$ cat src/rtl/fpx_pkg.sv
`timescale 1ns/1ps
package fpx_pkg;

   // Number of low bits appended to each mantissa: guard 1, guard 2, sticky
   localparam int TAIL_W = 3;

   typedef enum logic [1:0] {
      RND_CHOP     = 2'd0,
      RND_JAM      = 2'd1,
      RND_NEAR     = 2'd2,
      RND_NEAR_ALT = 2'd3
   } rnd_mode_e;

   typedef enum logic [2:0] {
      ST_IDLE  = 3'd0,
      ST_ALIGN = 3'd1,
      ST_SUM   = 3'd2,
      ST_NORM  = 3'd3,
      ST_ROUND = 3'd4
   } fsm_state_e;

endpackage

$ cat src/rtl/fpx_align.sv
`timescale 1ns/1ps
module fpx_align #(
   parameter int EXP_W = 8,
   parameter int MAN_W = 8
) (
   input  logic [EXP_W-1:0]                 a_exp,
   input  logic [EXP_W-1:0]                 b_exp,
   input  logic [MAN_W-1:0]                 a_man,
   input  logic [MAN_W-1:0]                 b_man,
   output logic [EXP_W-1:0]                 big_exp,
   output logic [MAN_W+fpx_pkg::TAIL_W-1:0] a_ext,
   output logic [MAN_W+fpx_pkg::TAIL_W-1:0] b_ext
);
   localparam int XW = MAN_W + fpx_pkg::TAIL_W;
   localparam int AW = $clog2(XW + 1);

   logic             b_larger;
   logic [EXP_W-1:0] diff;
   logic [AW-1:0]    amt;
   logic [XW-1:0]    small_full;
   logic [XW-1:0]    shifted;
   logic [XW-1:0]    lost_bits;
   logic             lost;
   logic [XW-1:0]    small_ext;

   assign b_larger   = b_exp > a_exp;
   assign diff       = b_larger ? (b_exp - a_exp) : (a_exp - b_exp);
   // distances at or beyond the extended width leave only sign and sticky
   assign amt        = (diff >= EXP_W'(XW)) ? AW'(XW) : AW'(diff);
   assign small_full = b_larger ? {a_man, {fpx_pkg::TAIL_W{1'b0}}}
                                : {b_man, {fpx_pkg::TAIL_W{1'b0}}};
   assign shifted    = $signed(small_full) >>> amt;

   // one detector per bit position: set when a 1 leaves the word
   for (genvar i = 0; i < XW; i++) begin : g_lost
      assign lost_bits[i] = small_full[i] & (amt > AW'(i));
   end

   assign lost      = |lost_bits;
   assign small_ext = {shifted[XW-1:1], shifted[0] | lost};

   assign big_exp = b_larger ? b_exp : a_exp;
   assign a_ext   = b_larger ? small_ext : {a_man, {fpx_pkg::TAIL_W{1'b0}}};
   assign b_ext   = b_larger ? {b_man, {fpx_pkg::TAIL_W{1'b0}}} : small_ext;

endmodule

$ cat src/rtl/fpx_normalize.sv
`timescale 1ns/1ps
module fpx_normalize #(
   parameter int EXP_W = 8,
   parameter int MAN_W = 8
) (
   input  logic [MAN_W+fpx_pkg::TAIL_W:0]   sum,
   input  logic [EXP_W-1:0]                 e_in,
   output logic [MAN_W+fpx_pkg::TAIL_W-1:0] norm,
   output logic [EXP_W+1:0]                 e_out,
   output logic                             is_zero
);
   localparam int XW = MAN_W + fpx_pkg::TAIL_W;
   localparam int SW = XW + 1;
   localparam int CW = $clog2(XW);

   logic          carry_out;
   logic [XW-1:0] low;
   logic [CW-1:0] lsc;

   assign carry_out = sum[SW-1] ^ sum[SW-2];
   assign low       = sum[XW-1:0];
   assign is_zero   = (sum == '0);

   // left shift distance: the highest bit that differs from the sign
   always_comb begin
      lsc = CW'(XW - 1);
      for (int j = 0; j < XW - 1; j++) begin
         if (low[j] != low[XW-1]) lsc = CW'(XW - 2 - j);
      end
   end

   always_comb begin
      if (carry_out) begin
         norm  = {sum[SW-1:2], sum[1] | sum[0]};
         e_out = {2'b00, e_in} + (EXP_W+2)'(1);
      end else begin
         norm  = low << lsc;
         e_out = {2'b00, e_in} - (EXP_W+2)'(lsc);
      end
   end

endmodule

$ cat src/rtl/fpx_round.sv
`timescale 1ns/1ps
module fpx_round #(
   parameter int EXP_W = 8,
   parameter int MAN_W = 8
) (
   input  logic [MAN_W+fpx_pkg::TAIL_W-1:0] norm,
   input  logic [EXP_W+1:0]                 e_in,
   input  fpx_pkg::rnd_mode_e               mode,
   output logic [MAN_W-1:0]                 man,
   output logic [EXP_W+1:0]                 e_out
);
   localparam int TW = fpx_pkg::TAIL_W;
   localparam logic [TW-1:0] HALF = {1'b1, {(TW-1){1'b0}}};

   logic [MAN_W-1:0] kept;
   logic [MAN_W-1:0] kept_f;
   logic [TW-1:0]    tail;
   logic             inc;
   logic [MAN_W:0]   r;

   assign kept = norm[MAN_W+TW-1:TW];
   assign tail = norm[TW-1:0];

   always_comb begin
      kept_f = kept;
      inc    = 1'b0;
      case (mode)
         fpx_pkg::RND_CHOP: inc = 1'b0;
         fpx_pkg::RND_JAM:  kept_f = kept | MAN_W'(1);
         default:           inc = (tail > HALF) | ((tail == HALF) & kept[0]);
      endcase
   end

   assign r = {kept_f[MAN_W-1], kept_f} + {{MAN_W{1'b0}}, inc};

   always_comb begin
      if (r[MAN_W] != r[MAN_W-1]) begin
         man   = r[MAN_W:1];
         e_out = e_in + (EXP_W+2)'(1);
      end else if (r[MAN_W-1] == r[MAN_W-2]) begin
         man   = {r[MAN_W-2:0], 1'b0};
         e_out = e_in - (EXP_W+2)'(1);
      end else begin
         man   = r[MAN_W-1:0];
         e_out = e_in;
      end
   end

endmodule

$ cat src/rtl/fpx_addsub.sv
`timescale 1ns/1ps
module fpx_addsub import fpx_pkg::*; #(
   parameter int EXP_W = 8,
   parameter int MAN_W = 8
) (
   input  logic             clk,
   input  logic             rst_n,
   input  logic             start,
   input  logic             sub,
   input  logic [1:0]       rmode,
   input  logic [EXP_W-1:0] a_exp,
   input  logic [MAN_W-1:0] a_man,
   input  logic [EXP_W-1:0] b_exp,
   input  logic [MAN_W-1:0] b_man,
   output logic             busy,
   output logic             done,
   output logic [EXP_W-1:0] r_exp,
   output logic [MAN_W-1:0] r_man,
   output logic             exp_ovf,
   output logic             exp_unf
);
   localparam int XW = MAN_W + TAIL_W;
   localparam int SW = XW + 1;

   if (MAN_W < 4) begin : g_bad_man
      $error("fpx_addsub: MAN_W must be at least 4");
   end
   if (EXP_W < 3 || (2 ** EXP_W) <= XW) begin : g_bad_exp
      $error("fpx_addsub: EXP_W too narrow for the shift range");
   end

   fsm_state_e       state;
   logic [EXP_W-1:0] ea_q, eb_q, big_q;
   logic [MAN_W-1:0] ma_q, mb_q;
   logic             sub_q;
   rnd_mode_e        mode_q;
   logic [XW-1:0]    xa_q, xb_q;
   logic [SW-1:0]    sum_q;
   logic [XW-1:0]    norm_q;
   logic [EXP_W+1:0] en_q;
   logic             zero_q;

   logic [EXP_W-1:0] big_d;
   logic [XW-1:0]    xa_d, xb_d;
   logic [SW-1:0]    sum_d;
   logic [XW-1:0]    norm_d;
   logic [EXP_W+1:0] en_d;
   logic             zero_d;
   logic [MAN_W-1:0] man_d;
   logic [EXP_W+1:0] ef_d;

   fpx_align #(.EXP_W(EXP_W), .MAN_W(MAN_W)) u_align (
      .a_exp   (ea_q),
      .b_exp   (eb_q),
      .a_man   (ma_q),
      .b_man   (mb_q),
      .big_exp (big_d),
      .a_ext   (xa_d),
      .b_ext   (xb_d)
   );

   assign sum_d = sub_q ? ({xa_q[XW-1], xa_q} - {xb_q[XW-1], xb_q})
                        : ({xa_q[XW-1], xa_q} + {xb_q[XW-1], xb_q});

   fpx_normalize #(.EXP_W(EXP_W), .MAN_W(MAN_W)) u_norm (
      .sum     (sum_q),
      .e_in    (big_q),
      .norm    (norm_d),
      .e_out   (en_d),
      .is_zero (zero_d)
   );

   fpx_round #(.EXP_W(EXP_W), .MAN_W(MAN_W)) u_round (
      .norm  (norm_q),
      .e_in  (en_q),
      .mode  (mode_q),
      .man   (man_d),
      .e_out (ef_d)
   );

   assign busy = (state != ST_IDLE);

   always_ff @(posedge clk or negedge rst_n) begin
      if (!rst_n) begin
         state   <= ST_IDLE;
         ea_q    <= '0;
         eb_q    <= '0;
         ma_q    <= '0;
         mb_q    <= '0;
         sub_q   <= 1'b0;
         mode_q  <= RND_CHOP;
         big_q   <= '0;
         xa_q    <= '0;
         xb_q    <= '0;
         sum_q   <= '0;
         norm_q  <= '0;
         en_q    <= '0;
         zero_q  <= 1'b0;
         done    <= 1'b0;
         r_exp   <= '0;
         r_man   <= '0;
         exp_ovf <= 1'b0;
         exp_unf <= 1'b0;
      end else begin
         done <= 1'b0;
         case (state)
            ST_IDLE: begin
               if (start) begin
                  ea_q   <= a_exp;
                  eb_q   <= b_exp;
                  ma_q   <= a_man;
                  mb_q   <= b_man;
                  sub_q  <= sub;
                  mode_q <= rnd_mode_e'(rmode);
                  state  <= ST_ALIGN;
               end
            end
            ST_ALIGN: begin
               big_q <= big_d;
               xa_q  <= xa_d;
               xb_q  <= xb_d;
               state <= ST_SUM;
            end
            ST_SUM: begin
               sum_q <= sum_d;
               state <= ST_NORM;
            end
            ST_NORM: begin
               norm_q <= norm_d;
               en_q   <= en_d;
               zero_q <= zero_d;
               state  <= ST_ROUND;
            end
            ST_ROUND: begin
               done  <= 1'b1;
               state <= ST_IDLE;
               if (zero_q) begin
                  r_exp   <= '0;
                  r_man   <= '0;
                  exp_ovf <= 1'b0;
                  exp_unf <= 1'b0;
               end else begin
                  r_exp   <= ef_d[EXP_W-1:0];
                  r_man   <= man_d;
                  exp_ovf <= ~ef_d[EXP_W+1] & ef_d[EXP_W];
                  exp_unf <= ef_d[EXP_W+1];
               end
            end
            default: state <= ST_IDLE;
         endcase
      end
   end

endmodule

$ cat config.mk
export PLATFORM = sky130hd
export DESIGN_NAME = fpx_addsub
export DESIGN_NICKNAME = d
export VERILOG_FILES = /design/src/rtl/fpx_pkg.sv /design/src/rtl/fpx_align.sv /design/src/rtl/fpx_normalize.sv /design/src/rtl/fpx_round.sv /design/src/rtl/fpx_addsub.sv
export SDC_FILE = /design/constraint.sdc
export NUM_CORES = 1
export LEC_CHECK = 0
export ABC_AREA = 1
export BUFFER_PORTS_ARGS = -buffer_cell sky130_fd_sc_hd__buf_2
export CAP_MARGIN = 40
export CORE_MARGIN = 2
export CORE_UTILIZATION = 67
export CTS_CLUSTER_DIAMETER = 150
export DETAILED_ROUTE_END_ITERATION = 8
export HOLD_SLACK_MARGIN = 0.06
export PLACE_DENSITY = 0.87
export SYNTH_ARGS = -nofsm -noshare
export SYNTH_HDL_FRONTEND = slang
export SYNTH_HIERARCHICAL = 1
export SYNTH_SLANG_ARGS = --single-unit
$ cat constraint.sdc
create_clock -name clk -period 4.4 [get_ports clk]
set_input_delay 0.44 -clock clk [delete_from_list [all_inputs] [get_ports clk]]
set_output_delay 0.44 -clock clk [all_outputs]
set_load 0.005 [all_outputs]
==> run summary, run 1 <==
Synthesis inferred 121 register bits. The synthesized design contains 0 enable-type register cells. The final-layout fill cell count is 1044. The number of setup buffers added after CTS is 0. Number of placement rows: 43. In this run the worst path has a maximum fanout of 13.

Clock transition at the registers of the reported paths: 60 ps. After Yosys synthesis, full adders, half adders and majority gates account for 6.03% of the synthesized area. The tools report the data required time at the worst endpoint as 4760 ps. After synthesis, the most frequently instantiated cells are 413 x sky130_fd_sc_hd__nand2_1, 158 x sky130_fd_sc_hd__inv_1, 121 x sky130_fd_sc_hd__dfrtp_1. The run gives 0 as the final setup violation count. The timing startpoint of the critical path was sum_q[10]. The clock reaches the later pin of the worst-skew pair after 430 ps. At the pin with the least slew margin, the transition time is 790 ps.

The per-instance average area after synthesis is 7.39 µm², and the final number of max-transition violations is 0. Number of distinct library cells after synthesis: 58. The worst register-to-register path has a setup slack of 880 ps. The final-report hold violation count is 0. For this design, the sink count on the clock tree is 121.

After routing the design area is 10300 µm². In the finished design, the share of the clock period the worst path needs comes to 80.1%. Measured against the total synthesized area, the mux share comes to 7.57%. The run gives 4 as the depth of the CTS H-tree. The number of antenna violations at the first check in global routing is 0, and the average detailed-routed wire length per instance is 14.4 µm. Buffers inserted during clock tree synthesis total 17. The first global-routing pass estimated 36.4 mm of wire.

The endpoint identified for the worst register-to-register timing path is en_q[8]. The run gives 74.7% as the final core utilization. The global placement routability congestion came out at 0.957. The synthesized netlist net count came out at 1356.

Netlist area before placement: 9420 µm². Largest area contributor in the netlist: sky130_fd_sc_hd__dfrtp_1. The initial utilization of the core area, before any placement, comes to 68.2%. The number of diodes added for antenna fixing was 0; the core box area was 13800 µm². X dimension of the die: 123 µm.

The logs give 751 for the number of design-rule violations left by the first detailed-router iteration and 32.1% for the sequential share of the synthesized area. The final layout contains routed wiring with a total length of 21.8 mm. The synthesized netlist devotes 8.70% of its cell area to compound gates.

For the final database, setup skew stands at 19.3 ps. The critical path startpoint category is a flop. Dividing the detail-routed via count by the number of cells gives 5.56. The worst setup path is captured at a flop.

The most used flip-flop cell after synthesis is sky130_fd_sc_hd__dfrtp_1. Startpoint of the most critical register-to-register path: sum_q[10]. TritonCTS built the clock tree. The number of cells on the worst reg-to-reg path is 24. The clock passes through at most 2 buffers. The number of vias after detailed routing was 8400; the simple logic cell fraction of the synthesized area was 31.4%. In the final layout, the share of cells above drive strength 1 is 15.9%.

The sum of overflow across all layers after global routing is 0, and the overall die area is 15000 µm². The growth of design area from synthesis to finish is 9.59%, and the number of nets in the layout is 1399. Across the run, the number of max-cap violations was 0.

The run gives 7739 as the number of global-route vias before repair. The tools report the sum of negative setup slack as 0 ps. The run finished with clean final reports. In this run the tightest slew margin relative to its limit is 47.4%. Entering global routing, the biggest net connects 50 pins.

The tree is rooted in a sky130_fd_sc_hd__clkbuf_16. Dominant combinational cell family by area after synthesis: simple AND/OR/NAND/NOR gates. The logs give 3030 µm² for the register cell area after layout and 5520 µm² for the area of the multi-input gates. The number of cells in the finished layout apart from fillers is 1510, and the post-synthesis instance total is 1275.

The instance area after placement came out at 9760 µm². At the worst endpoint, the arrival time is 3890 ps. In this run the count of I/O pins placed on the die edge is 58.

Type of the worst min-delay path: in -> reg. The most critical setup path has its endpoint at en_q[8]. In this run the vertical extent of the chip is 123 µm. Number of DRC violations after detailed routing: 0. Yosys printed 6 warnings.

For this run, the detailed router's first-pass iteration total came to 6. By area the synthesized netlist is led by sky130_fd_sc_hd__dfrtp_1 32%, sky130_fd_sc_hd__nand2_1 16%, sky130_fd_sc_hd__inv_1 6.3%. Summed over its instances, the top area cell type makes up 32.1% of the synthesized netlist area. The most frequently used cell type in the post-synthesis netlist was sky130_fd_sc_hd__nand2_1.

Port buffering added 57 buffers. The critical path is of the reg -> reg type. The total routing resource utilization after global routing was 30.4%. The run gives 284 MHz as the maximum clock rate. Once detailed placement completed, the half-perimeter wirelength came to 15.8 mm. Of the total synthesized cell area, the portion taken by XOR and XNOR cells is 4.85%. For the number of placed instances, taps included, the log shows 1478. Setup repair after global routing left no endpoint under its margin.

The routed design could run at a clock period as short as 3520 ps. Of all flip-flops after synthesis, the portion carrying an async set or reset was 100%. The count of nets left with antenna violations after detail routing came out at 0.
==> layout make-up <==
class | count | area share (%)
multi-input combinational | 948 | 53.4
sequential | 121 | 29.3
inverter | 166 | 6.08
clock buffer | 24 | 4.76
timing repair buffer | 64 | 3.59
tap | 180 | 2.18
clock inverter | 7 | 0.654
==> worst max-delay path, cell delays in order, from the launching register on <==
cell	delay, ps
sky130_fd_sc_hd__dfrtp_1	590
sky130_fd_sc_hd__inv_1	260
sky130_fd_sc_hd__nand2_1	70
sky130_fd_sc_hd__nand2_1	90
sky130_fd_sc_hd__nand2_1	50
sky130_fd_sc_hd__nand2_1	50
sky130_fd_sc_hd__nand2_1	50
sky130_fd_sc_hd__nand2_1	60
sky130_fd_sc_hd__nand2_1	50
sky130_fd_sc_hd__nand2_1	70
sky130_fd_sc_hd__nand2_2	60
sky130_fd_sc_hd__nand2_4	90
sky130_fd_sc_hd__nand2_4	120
sky130_fd_sc_hd__inv_1	160
sky130_fd_sc_hd__ha_1	180
sky130_fd_sc_hd__inv_1	60
sky130_fd_sc_hd__fa_1	380
sky130_fd_sc_hd__nand2_1	80
sky130_fd_sc_hd__inv_1	50
sky130_fd_sc_hd__o21ai_0	260
sky130_fd_sc_hd__nand2_1	90
sky130_fd_sc_hd__nor4_1	260
sky130_fd_sc_hd__o21bai_1	170
sky130_fd_sc_hd__nand2_1	70
sky130_fd_sc_hd__nand2_1	80
==> repair_timing <==
action | CTS | global route
hold endpoints to repair | 26 | 0
gates resized for setup | 0 | 0
hold buffers | 1 | 0
==> flip-flops by register name (all words and copies together), names as in the netlist, 2 cells and up <==
register	flops
xa_q	11
sum_q	12
ma_q	8
eb_q	8
r_man	8
xb_q	11
en_q	10
norm_q	11
big_q	8
r_exp	8
mb_q	8
mode_q	2
ea_q	8
state	3
==> how the worst min path moves through the flow <==
stage,cells after the start,slack (ps),to,start
3_5_place_dp,2,470,norm_q[2],norm_q[2]
6_report,2,240,ma_q[1],a_man[1]
5_1_grt,2,240,ma_q[1],a_man[1]
4_1_cts,2,230,ma_q[1],a_man[1]
3_3_place_gp,2,460,norm_q[2],norm_q[2]
2_1_floorplan,0,140,big_q[0],rst_n
==> cell usage in the layout (no fill, tap or decap), types with 4 or more instances in the layout <==
master                      instances
sky130_fd_sc_hd__a21oi_1           33
sky130_fd_sc_hd__a31oi_1            5
sky130_fd_sc_hd__buf_2             56
sky130_fd_sc_hd__buf_4              5
sky130_fd_sc_hd__clkbuf_16         17
sky130_fd_sc_hd__clkbuf_8           4
sky130_fd_sc_hd__dfrtp_1          121
sky130_fd_sc_hd__fa_1               4
sky130_fd_sc_hd__ha_1              39
sky130_fd_sc_hd__inv_1            158
sky130_fd_sc_hd__inv_2              5
sky130_fd_sc_hd__mux2_2            25
sky130_fd_sc_hd__mux2_4            28
sky130_fd_sc_hd__nand2_1          413
sky130_fd_sc_hd__nand2_2           18
sky130_fd_sc_hd__nand2_4            8
sky130_fd_sc_hd__nand3_1          108
sky130_fd_sc_hd__nand3_2            9
sky130_fd_sc_hd__nand4_1           17
sky130_fd_sc_hd__nor2_1            66
sky130_fd_sc_hd__nor2_4             4
sky130_fd_sc_hd__o211ai_1           5
sky130_fd_sc_hd__o21ai_0           64
sky130_fd_sc_hd__o21ai_1            8
sky130_fd_sc_hd__o21bai_1           5
sky130_fd_sc_hd__xnor2_1           15
sky130_fd_sc_hd__xor2_1            34
==> metrics by stage <==
stage,hold WS [ps],setup slack [ps]
after global routing,244,541
after detailed placement,470,946
after CTS,232,929
after global placement,464,999
after floorplan,144,1620
final,237,877
==> metal layers <==
| layer | track usage, % | wire length (µm) | vias up |
|---|---|---|---|
| met5 | 0 | 0 | - |
| met2 | 48.6 | 10300 | 277 |
| li1 | - | - | 4169 |
| met4 | 12.4 | 478 | 0 |
| met3 | 4.32 | 1180 | 44 |
| met1 | 41.7 | 9750 | 3910 |
==> kinds of logic (layout without fill, tap and decap cells) <==
logic type	count (synthesis)	in the layout
compound gates	140	140
xor+xnor	50	50
fa+ha+maj	43	43
buf+inv	206	261
flops	121	121
mux	54	54
simple gates	661	661
Power of run 1 is not shown: default switching activity piles up to over one toggle a cycle in this logic, so the estimate is an artifact.
==> inputs of run 2 (changes only) <==
--- a/config.mk
+++ b/config.mk
@@ -9,11 +9,11 @@
 export BUFFER_PORTS_ARGS = -buffer_cell sky130_fd_sc_hd__buf_2
 export CAP_MARGIN = 40
 export CORE_MARGIN = 2
-export CORE_UTILIZATION = 67
+export CORE_UTILIZATION = 62
 export CTS_CLUSTER_DIAMETER = 150
 export DETAILED_ROUTE_END_ITERATION = 8
 export HOLD_SLACK_MARGIN = 0.06
-export PLACE_DENSITY = 0.87
+export PLACE_DENSITY = 0.81
 export SYNTH_ARGS = -nofsm -noshare
 export SYNTH_HDL_FRONTEND = slang
 export SYNTH_HIERARCHICAL = 1
==> constraint.sdc (replaced) <==
create_clock -name clk -period 3.6 [get_ports clk]
set_input_delay 0.36 -clock clk [delete_from_list [all_inputs] [get_ports clk]]
set_output_delay 0.36 -clock clk [all_outputs]
set_load 0.005 [all_outputs]
==> run 2 against run 1 <==
  * Final cell count is 0.86% higher
  * Sequential cell count stayed put
  * Critical path type unchanged
  * Via count is 1.2% lower
  * Global-route usage is 2.5 points lower
  * Non-clock buffer count is 4 higher
  * Register-to-register slack worse by 590 ps
  * Routed wire length is 1.1% higher
  * Clock skew is 13 ps lower
  * Largest cell class unchanged
==> run summary, run 2 (synthesis results as in run 1) <==
The die outline height was 127 µm (+3.8%). The pin count of the biggest net entering global routing came out at 61 (+22%). Setup repair after global routing left no endpoint under its margin.

The count of nets left with antenna violations after detail routing is 0 (unchanged). Clock net sink count: 121 (unchanged). Global placement routability congestion: 0.904 (-5.5%). The total I/O pin count was 58 (unchanged).

The run gives 16.5 mm (+4.9%) as the placed wire-length estimate after detailed placement. The number of vias after detailed routing was 8298 (-1.2%). The slew at the pin closest to its max-slew limit came out at 751 ps (-38.8 ps). The total routing resource utilization after global routing was 28.0% (-2.5 points); the number of global-route vias before repair was 7815 (+0.98%).

The tools report the number of placement rows as 45 (+4.7%). The post-route fraction of the period consumed by the critical path works out to 92.1% (+12 points). Leaving out fill and tap cells, the most frequent cells in the layout are 413 x sky130_fd_sc_hd__nand2_1, 158 x sky130_fd_sc_hd__inv_1, 121 x sky130_fd_sc_hd__dfrtp_1.

The flow ran to the end, and the final reports show no timing, DRC or antenna violations. The run gives 0 (unchanged) as the number of diodes added for antenna fixing. For the final core utilization, the log shows 69.0% (-5.7 points). The number of DRC violations after detailed routing came out at 0 (unchanged). The number of design-rule violations left by the first detailed-router iteration came out at 610 (-19%). The maximum clock rate came out at 302 MHz (+6.3%). For the headroom to the max-slew limit, the log shows 49.9% (+2.6 points). The count of input and output buffers is 57 (unchanged), and the number of iterations in the first detailed-routing pass is 5 (-1). Aggregate routed wire length: 22.0 mm (+1.1%). The run gives 4 (unchanged) as the depth of the CTS H-tree. The worst setup skew after layout was 5.86 ps (-13.4 ps). The buffer depth of the longest clock path was 2 (unchanged).

The clock latency at the later pin of the worst-skew pair was 420 ps (about the same); the via count normalized by instance count was 5.45 (-2.1%). The final-report hold violation count is 0 (unchanged). The run gives 0 (unchanged) as the final number of max-transition violations. The run gives 0 (unchanged) as the max capacitance violation total. The logs give 0 (unchanged) for the post-CTS setup repair buffer count and 36.8 mm (+1.2%) for the global-route wire length before repair. TritonCTS built the clock tree.

Flip-flop count of the largest register, all copies and words added: 12 (unchanged). The logs give 3670 ps (-220 ps) for the data arrival at the endpoint of the critical path and 16200 µm² (+7.8%) for the overall die area. STA classifies the critical path endpoint as a flop. The clock transition at the registers of the reported paths was 60 ps (about the same). The final-layout fill cell count was 1264 (+21%). The run gives 0 (unchanged) as the sum of overflow across all layers after global routing. The CTS root buffer is sky130_fd_sc_hd__clkbuf_16.

The total clock buffers created by CTS came out at 17 (unchanged). The shortest period the worst path allows works out to 3310 ps (-210 ps). The core box area is 15000 µm² (+8.7%), and the number of nets in the layout is 1403 (+0.29%). Number of antenna violations at the first check in global routing: 0 (unchanged). The critical path startpoint category is a flop. The tools report the final setup violation count as 0 (unchanged). The tools report the sum of negative setup slack as 0 ps (unchanged). The proportion of layout cells with a drive suffix above 1 is 16.3% (+0.46 points). The average detailed-routed wire length per instance was 14.4 µm (+0.28%). Leaving out fill and tap cells, the most frequent cell in the layout is sky130_fd_sc_hd__nand2_1. The largest driver fanout on the critical path was 7 (-6); the x dimension of the die was 127 µm (+3.8%).

The data required time at the worst endpoint came out at 3960 ps (-800 ps). The min-delay analysis places its worst path in the category in -> reg. For the starting density of the core, the log shows 62.7% (-5.5 points). Ranked by flip-flop count, first place goes to sum_q.

The type of the worst setup path is reg -> reg. The growth of design area from synthesis to finish is 10.0%.
[run 2: layout make-up]
type | instances | area (µm²) | share of cell area, %
clock buffer | 23 | 478 | 4.61
tap | 188 | 235 | 2.27
multi-input combinational | 948 | 5530 | 53.4
timing repair buffer | 68 | 393 | 3.79
clock inverter | 9 | 72.6 | 0.700
sequential | 121 | 3030 | 29.2
inverter | 166 | 628 | 6.06
[run 2: layer usage]
metal	vias up	global-route usage [%]	routed length, µm	part of all wire [%]
li1	4190	-	-	-
met1	3880	38.6	10400	47
met2	193	44.5	10300	47
met5	-	0	0	0
met4	0	9.44	454	2.1
met3	35	5.40	795	3.6
[run 2: final timing paths]
| path | startpoint | endpoint | slack [ps] | cells past startpoint |
|---|---|---|---|---|
| worst max-delay path | sum_q[10] | en_q[7] | 290 | 16 |
| worst min-delay path | b_man[3] | mb_q[3] | 170 | 2 |
| worst max register to register | sum_q[10] | en_q[7] | 290 | 16 |
| worst min register to register | norm_q[2] | norm_q[2] | 500 | 2 |
| max in group asynchronous | rst_n | ma_q[3] | 2060 | 3 |
| min in group asynchronous | rst_n | r_man[4] | 530 | 2 |
[run 2: repair_timing]
action / 4_1_cts / 5_1_grt
resized for setup: 0 / 4
endpoints found under the hold margin: 58 / 0
hold buffers: 1 / 0
endpoints found under the setup margin: 0 / 10
[run 2: per-stage QoR]
| step | worst slack [ps] | hold slack (ps) | instance area, µm² | instances |
|---|---|---|---|---|
| 2_1_floorplan | 815 | 64.4 | 9420 | 1275 |
| 3_3_place_gp | 295 | 467 | 9760 | 1488 |
| 3_5_place_dp | 240 | 475 | 9790 | 1490 |
| 4_1_cts | 218 | 154 | 10400 | 1523 |
| 5_1_grt | 21.2 | 161 | 10400 | 1523 |
| 6_report | 286 | 170 | 10400 | 1523 |
[run 2: critical path: stages, from the launching register on]
cell                      delay [ps]
sky130_fd_sc_hd__dfrtp_1         460
sky130_fd_sc_hd__buf_4           220
sky130_fd_sc_hd__xnor2_4         280
sky130_fd_sc_hd__nand2_1         160
sky130_fd_sc_hd__nor2_1          210
sky130_fd_sc_hd__inv_1           100
sky130_fd_sc_hd__nor2_2          200
sky130_fd_sc_hd__inv_1           140
sky130_fd_sc_hd__ha_1            340
sky130_fd_sc_hd__a21oi_1         150
sky130_fd_sc_hd__nand2_1          80
sky130_fd_sc_hd__a21oi_1         160
sky130_fd_sc_hd__inv_1            80
sky130_fd_sc_hd__o41ai_1         320
sky130_fd_sc_hd__xor2_1          200
sky130_fd_sc_hd__nand2_1          70
sky130_fd_sc_hd__nand2_1          90
Power of run 2 is left out for the same reason.
==> inputs of run 3 (changes only) <==
--- a/config.mk
+++ b/config.mk
@@ -8,12 +8,14 @@
 export ABC_AREA = 1
 export BUFFER_PORTS_ARGS = -buffer_cell sky130_fd_sc_hd__buf_2
 export CAP_MARGIN = 40
+export CELL_PAD_IN_SITES_DETAIL_PLACEMENT = 0
+export CELL_PAD_IN_SITES_GLOBAL_PLACEMENT = 1
 export CORE_MARGIN = 2
-export CORE_UTILIZATION = 62
+export CORE_UTILIZATION = 46
 export CTS_CLUSTER_DIAMETER = 150
 export DETAILED_ROUTE_END_ITERATION = 8
 export HOLD_SLACK_MARGIN = 0.06
-export PLACE_DENSITY = 0.81
+export PLACE_DENSITY_LB_ADDON = 0.1
 export SYNTH_ARGS = -nofsm -noshare
 export SYNTH_HDL_FRONTEND = slang
 export SYNTH_HIERARCHICAL = 1
==> run 3 against run 2 <==
  * Via count decreased by 2.9%
  * Sequential share of layout area decreased by 0.50 points
  * Worst setup slack got worse by 13 ps
  * Global-route usage decreased by 6.8 points
  * Critical endpoint is now xb_q[4]
==> run summary, run 3 (synthesis results as in run 1) <==
The flow ran to the end, and the final reports show no timing, DRC or antenna violations. For the number of placement rows, the log shows 52 (+16%). The run gives 164 ps (-6.28 ps) as the hold slack. The signal on the critical path passes through inv_1 -> ha_1 -> inv_1 -> fa_1 -> nand3_1 -> nand3_1 -> nand2_1 -> nand2_1 -> nand2_1 -> nand2_1 -> nor2_1 -> nand2_1 -> nand2_4 -> nand3_2 -> nand2_1 -> nand3_1 -> nand3_1 -> nand3_1 -> nand2_1 -> o21ai_1 -> mux2_2. The x dimension of the die came out at 147 µm (+16%). For the overall die area, the log shows 21600 µm² (+34%).

Total clock buffers created by CTS: 17 (unchanged). The final-report hold violation count is 0 (unchanged). The headroom to the max-slew limit came out at 48.7% (-1.2 points). The worst setup path is captured at a flop. The final-layout fill cell count is 2043 (+62%).

The buffer depth of the longest clock path was 2 (unchanged); the post-CTS setup repair buffer count was 0 (unchanged). Pin count of the biggest net entering global routing: 39 (-36%). The sum of negative setup slack was 0 ps (unchanged); the growth of design area from synthesis to finish was 12.0%.

The largest driver fanout on the critical path was 9 (+2). Leading cell type in the layout, fill and taps excluded: sky130_fd_sc_hd__nand2_1. The number of DRC violations after detailed routing was 0 (unchanged); the final setup violation count was 0 (unchanged). The count of nets left with antenna violations after detail routing came out at 0 (unchanged).

The placed wire-length estimate after detailed placement is 16.9 mm (+2.2%). Most used cell along the critical path: sky130_fd_sc_hd__nand2_1. The proportion of layout cells with a drive suffix above 1 works out to 16.9% (+0.61 points). The die outline height was 147 µm (+16%). The setup slack after layout is 273 ps (-12.7 ps). The run gives 5 (unchanged) as the number of iterations in the first detailed-routing pass. For the number of vias after detailed routing, the log shows 8054 (-2.9%). For the core box area, the log shows 20200 µm² (+34%). The critical path startpoint category is a flop.

The worst slack at placement was 262 ps (+22.7 ps). For the data required time at the worst endpoint, the log shows 3910 ps (-50 ps). The clock latency at the later pin of the worst-skew pair came out at 420 ps (about the same). The final number of max-transition violations came out at 0 (unchanged).

In the layout the commonest cells are 413 x sky130_fd_sc_hd__nand2_1, 157 x sky130_fd_sc_hd__inv_1, 120 x sky130_fd_sc_hd__dfrtp_1. The run gives 0.876 (-3.1%) as the global placement routability congestion. For this design, the slowest cell found on the critical path is sky130_fd_sc_hd__fa_1.

The sum of overflow across all layers after global routing is 0 (unchanged). The kind of cell adding the most delay to the critical path is simple AND/OR/NAND/NOR gates. The number of global-route vias before repair is 7453 (-4.6%). The type of the worst min-delay path was in -> reg. The clock transition at the registers of the reported paths works out to 60 ps (about the same). The post-route fraction of the period consumed by the critical path works out to 92.4% (+0.35 points).

By startpoint and endpoint, the worst setup path is classified as reg -> reg. The count of input and output buffers is 57 (unchanged), and the number of nets in the layout is 1408 (+0.36%). The total I/O pin count is 58 (unchanged). The largest register by flop count was sum_q. The logs give 22.1 mm (+0.33%) for the aggregate routed wire length and 301 MHz (-0.38%) for the maximum clock rate. The run gives 490 (-20%) as the number of design-rule violations left by the first detailed-router iteration. The run gives 9.71 ps (+3.85 ps) as the worst setup skew after layout.

The data arrival at the endpoint of the critical path came out at 3630 ps (-40 ps). Setup repair after global routing left no endpoint under its margin. The via count normalized by instance count was 5.00 (-8.2%); the flip-flop count of the largest register, all copies and words added was 12 (unchanged).

The logs give 121 (unchanged) for the clock net sink count and 37.3 mm (+1.3%) for the global-route wire length before repair. Maximum cell stage delay along the critical path: 430 ps (-30 ps). Average detailed-routed wire length per instance: 13.7 µm (-5.1%).

The number of antenna violations at the first check in global routing came out at 0 (unchanged). The max capacitance violation total is 0 (unchanged). The tools report the number of diodes added for antenna fixing as 0 (unchanged). The CTS root buffer is sky130_fd_sc_hd__clkbuf_16. The total routing resource utilization after global routing came out at 21.2% (-6.8 points). The starting density of the core was 46.7% (-16 points); the slew at the pin closest to its max-slew limit was 769 ps (+18.3 ps).

TritonCTS built the clock tree. The shortest period the worst path allows came out at 3330 ps (+12.7 ps). The worst path buffer plus inverter count was 2 (-2); the depth of the CTS H-tree was 4 (unchanged).
==> run 3: cell count changes in the layout (fill, tap and decap cells not counted), moves of 2 or more <==
| cell | before | now |
|---|---|---|
| sky130_fd_sc_hd__buf_4 | 9 | 14 |
| sky130_fd_sc_hd__clkbuf_1 | 3 | 0 |
| sky130_fd_sc_hd__clkinv_2 | 7 | 2 |
| sky130_fd_sc_hd__clkinv_4 | 0 | 4 |
| sky130_fd_sc_hd__inv_6 | 0 | 2 |
| sky130_fd_sc_hd__clkinvlp_4 | 1 | 3 |
==> run 3: final cells by class <==
class | count | area, µm² | area share (%)
Clock inverter | 13 | 145 | 1.38
Inverter | 166 | 631 | 5.98
Sequential cell | 121 | 3030 | 28.7
Tap cell | 270 | 338 | 3.20
Multi-Input combinational cell | 948 | 5530 | 52.4
Timing Repair Buffer | 73 | 430 | 4.08
Clock buffer | 19 | 453 | 4.29
==> run 3: worst paths after layout <==
kind / startpoint / endpoint / slack (ps) / cells past startpoint
max: ea_q[0] / xb_q[4] / 270 / 21
min: a_exp[3] / ea_q[3] / 160 / 2
max reg2reg: ea_q[0] / xb_q[4] / 270 / 21
min reg2reg: norm_q[1] / norm_q[1] / 490 / 2
max in group asynchronous: rst_n / eb_q[2] / 2410 / 3
min in group asynchronous: rst_n / r_man[7] / 370 / 2
==> run 3: through the flow <==
step | utilization [%] | cell area, µm² | std cells
floorplan | - | 9420 | 1275
global placement | 49.1 | 9900 | 1575
detailed placement | 49.2 | 9930 | 1577
CTS | 52.3 | 10500 | 1610
global route | 52.3 | 10600 | 1610
finish | 52.3 | 10600 | 1610
==> run 3: worst register-to-register path: cells and delay by family (launching register included) <==
| family | cells | cell delay (ps) |
|---|---|---|
| AO/OA/AOI/OAI | 1 | 60 |
| adder cells (fa/ha/maj) | 2 | 580 |
| buffers and inverters | 2 | 150 |
| flip-flops | 1 | 410 |
| multiplexers | 1 | 250 |
| AND/OR/NAND/NOR | 15 | 1750 |
==> run 3: what timing repair did <==
action                     4_1_cts  5_1_grt
gates resized for setup          0        7
hold endpoints to repair        21        0
setup endpoints to repair        0       11
hold buffers                     1        0
==> run 3: per-layer routing <==
layer / track usage [%] / vias up / share of wire (%)
met1: 30.8 / 3689 / 50
met2: 33.2 / 148 / 46
met5: 0 / - / 0
li1: - / 4199 / -
met4: 5.48 / 0 / 1.1
met3: 3.20 / 18 / 3.3
Power of run 3 is left out for the same reason.
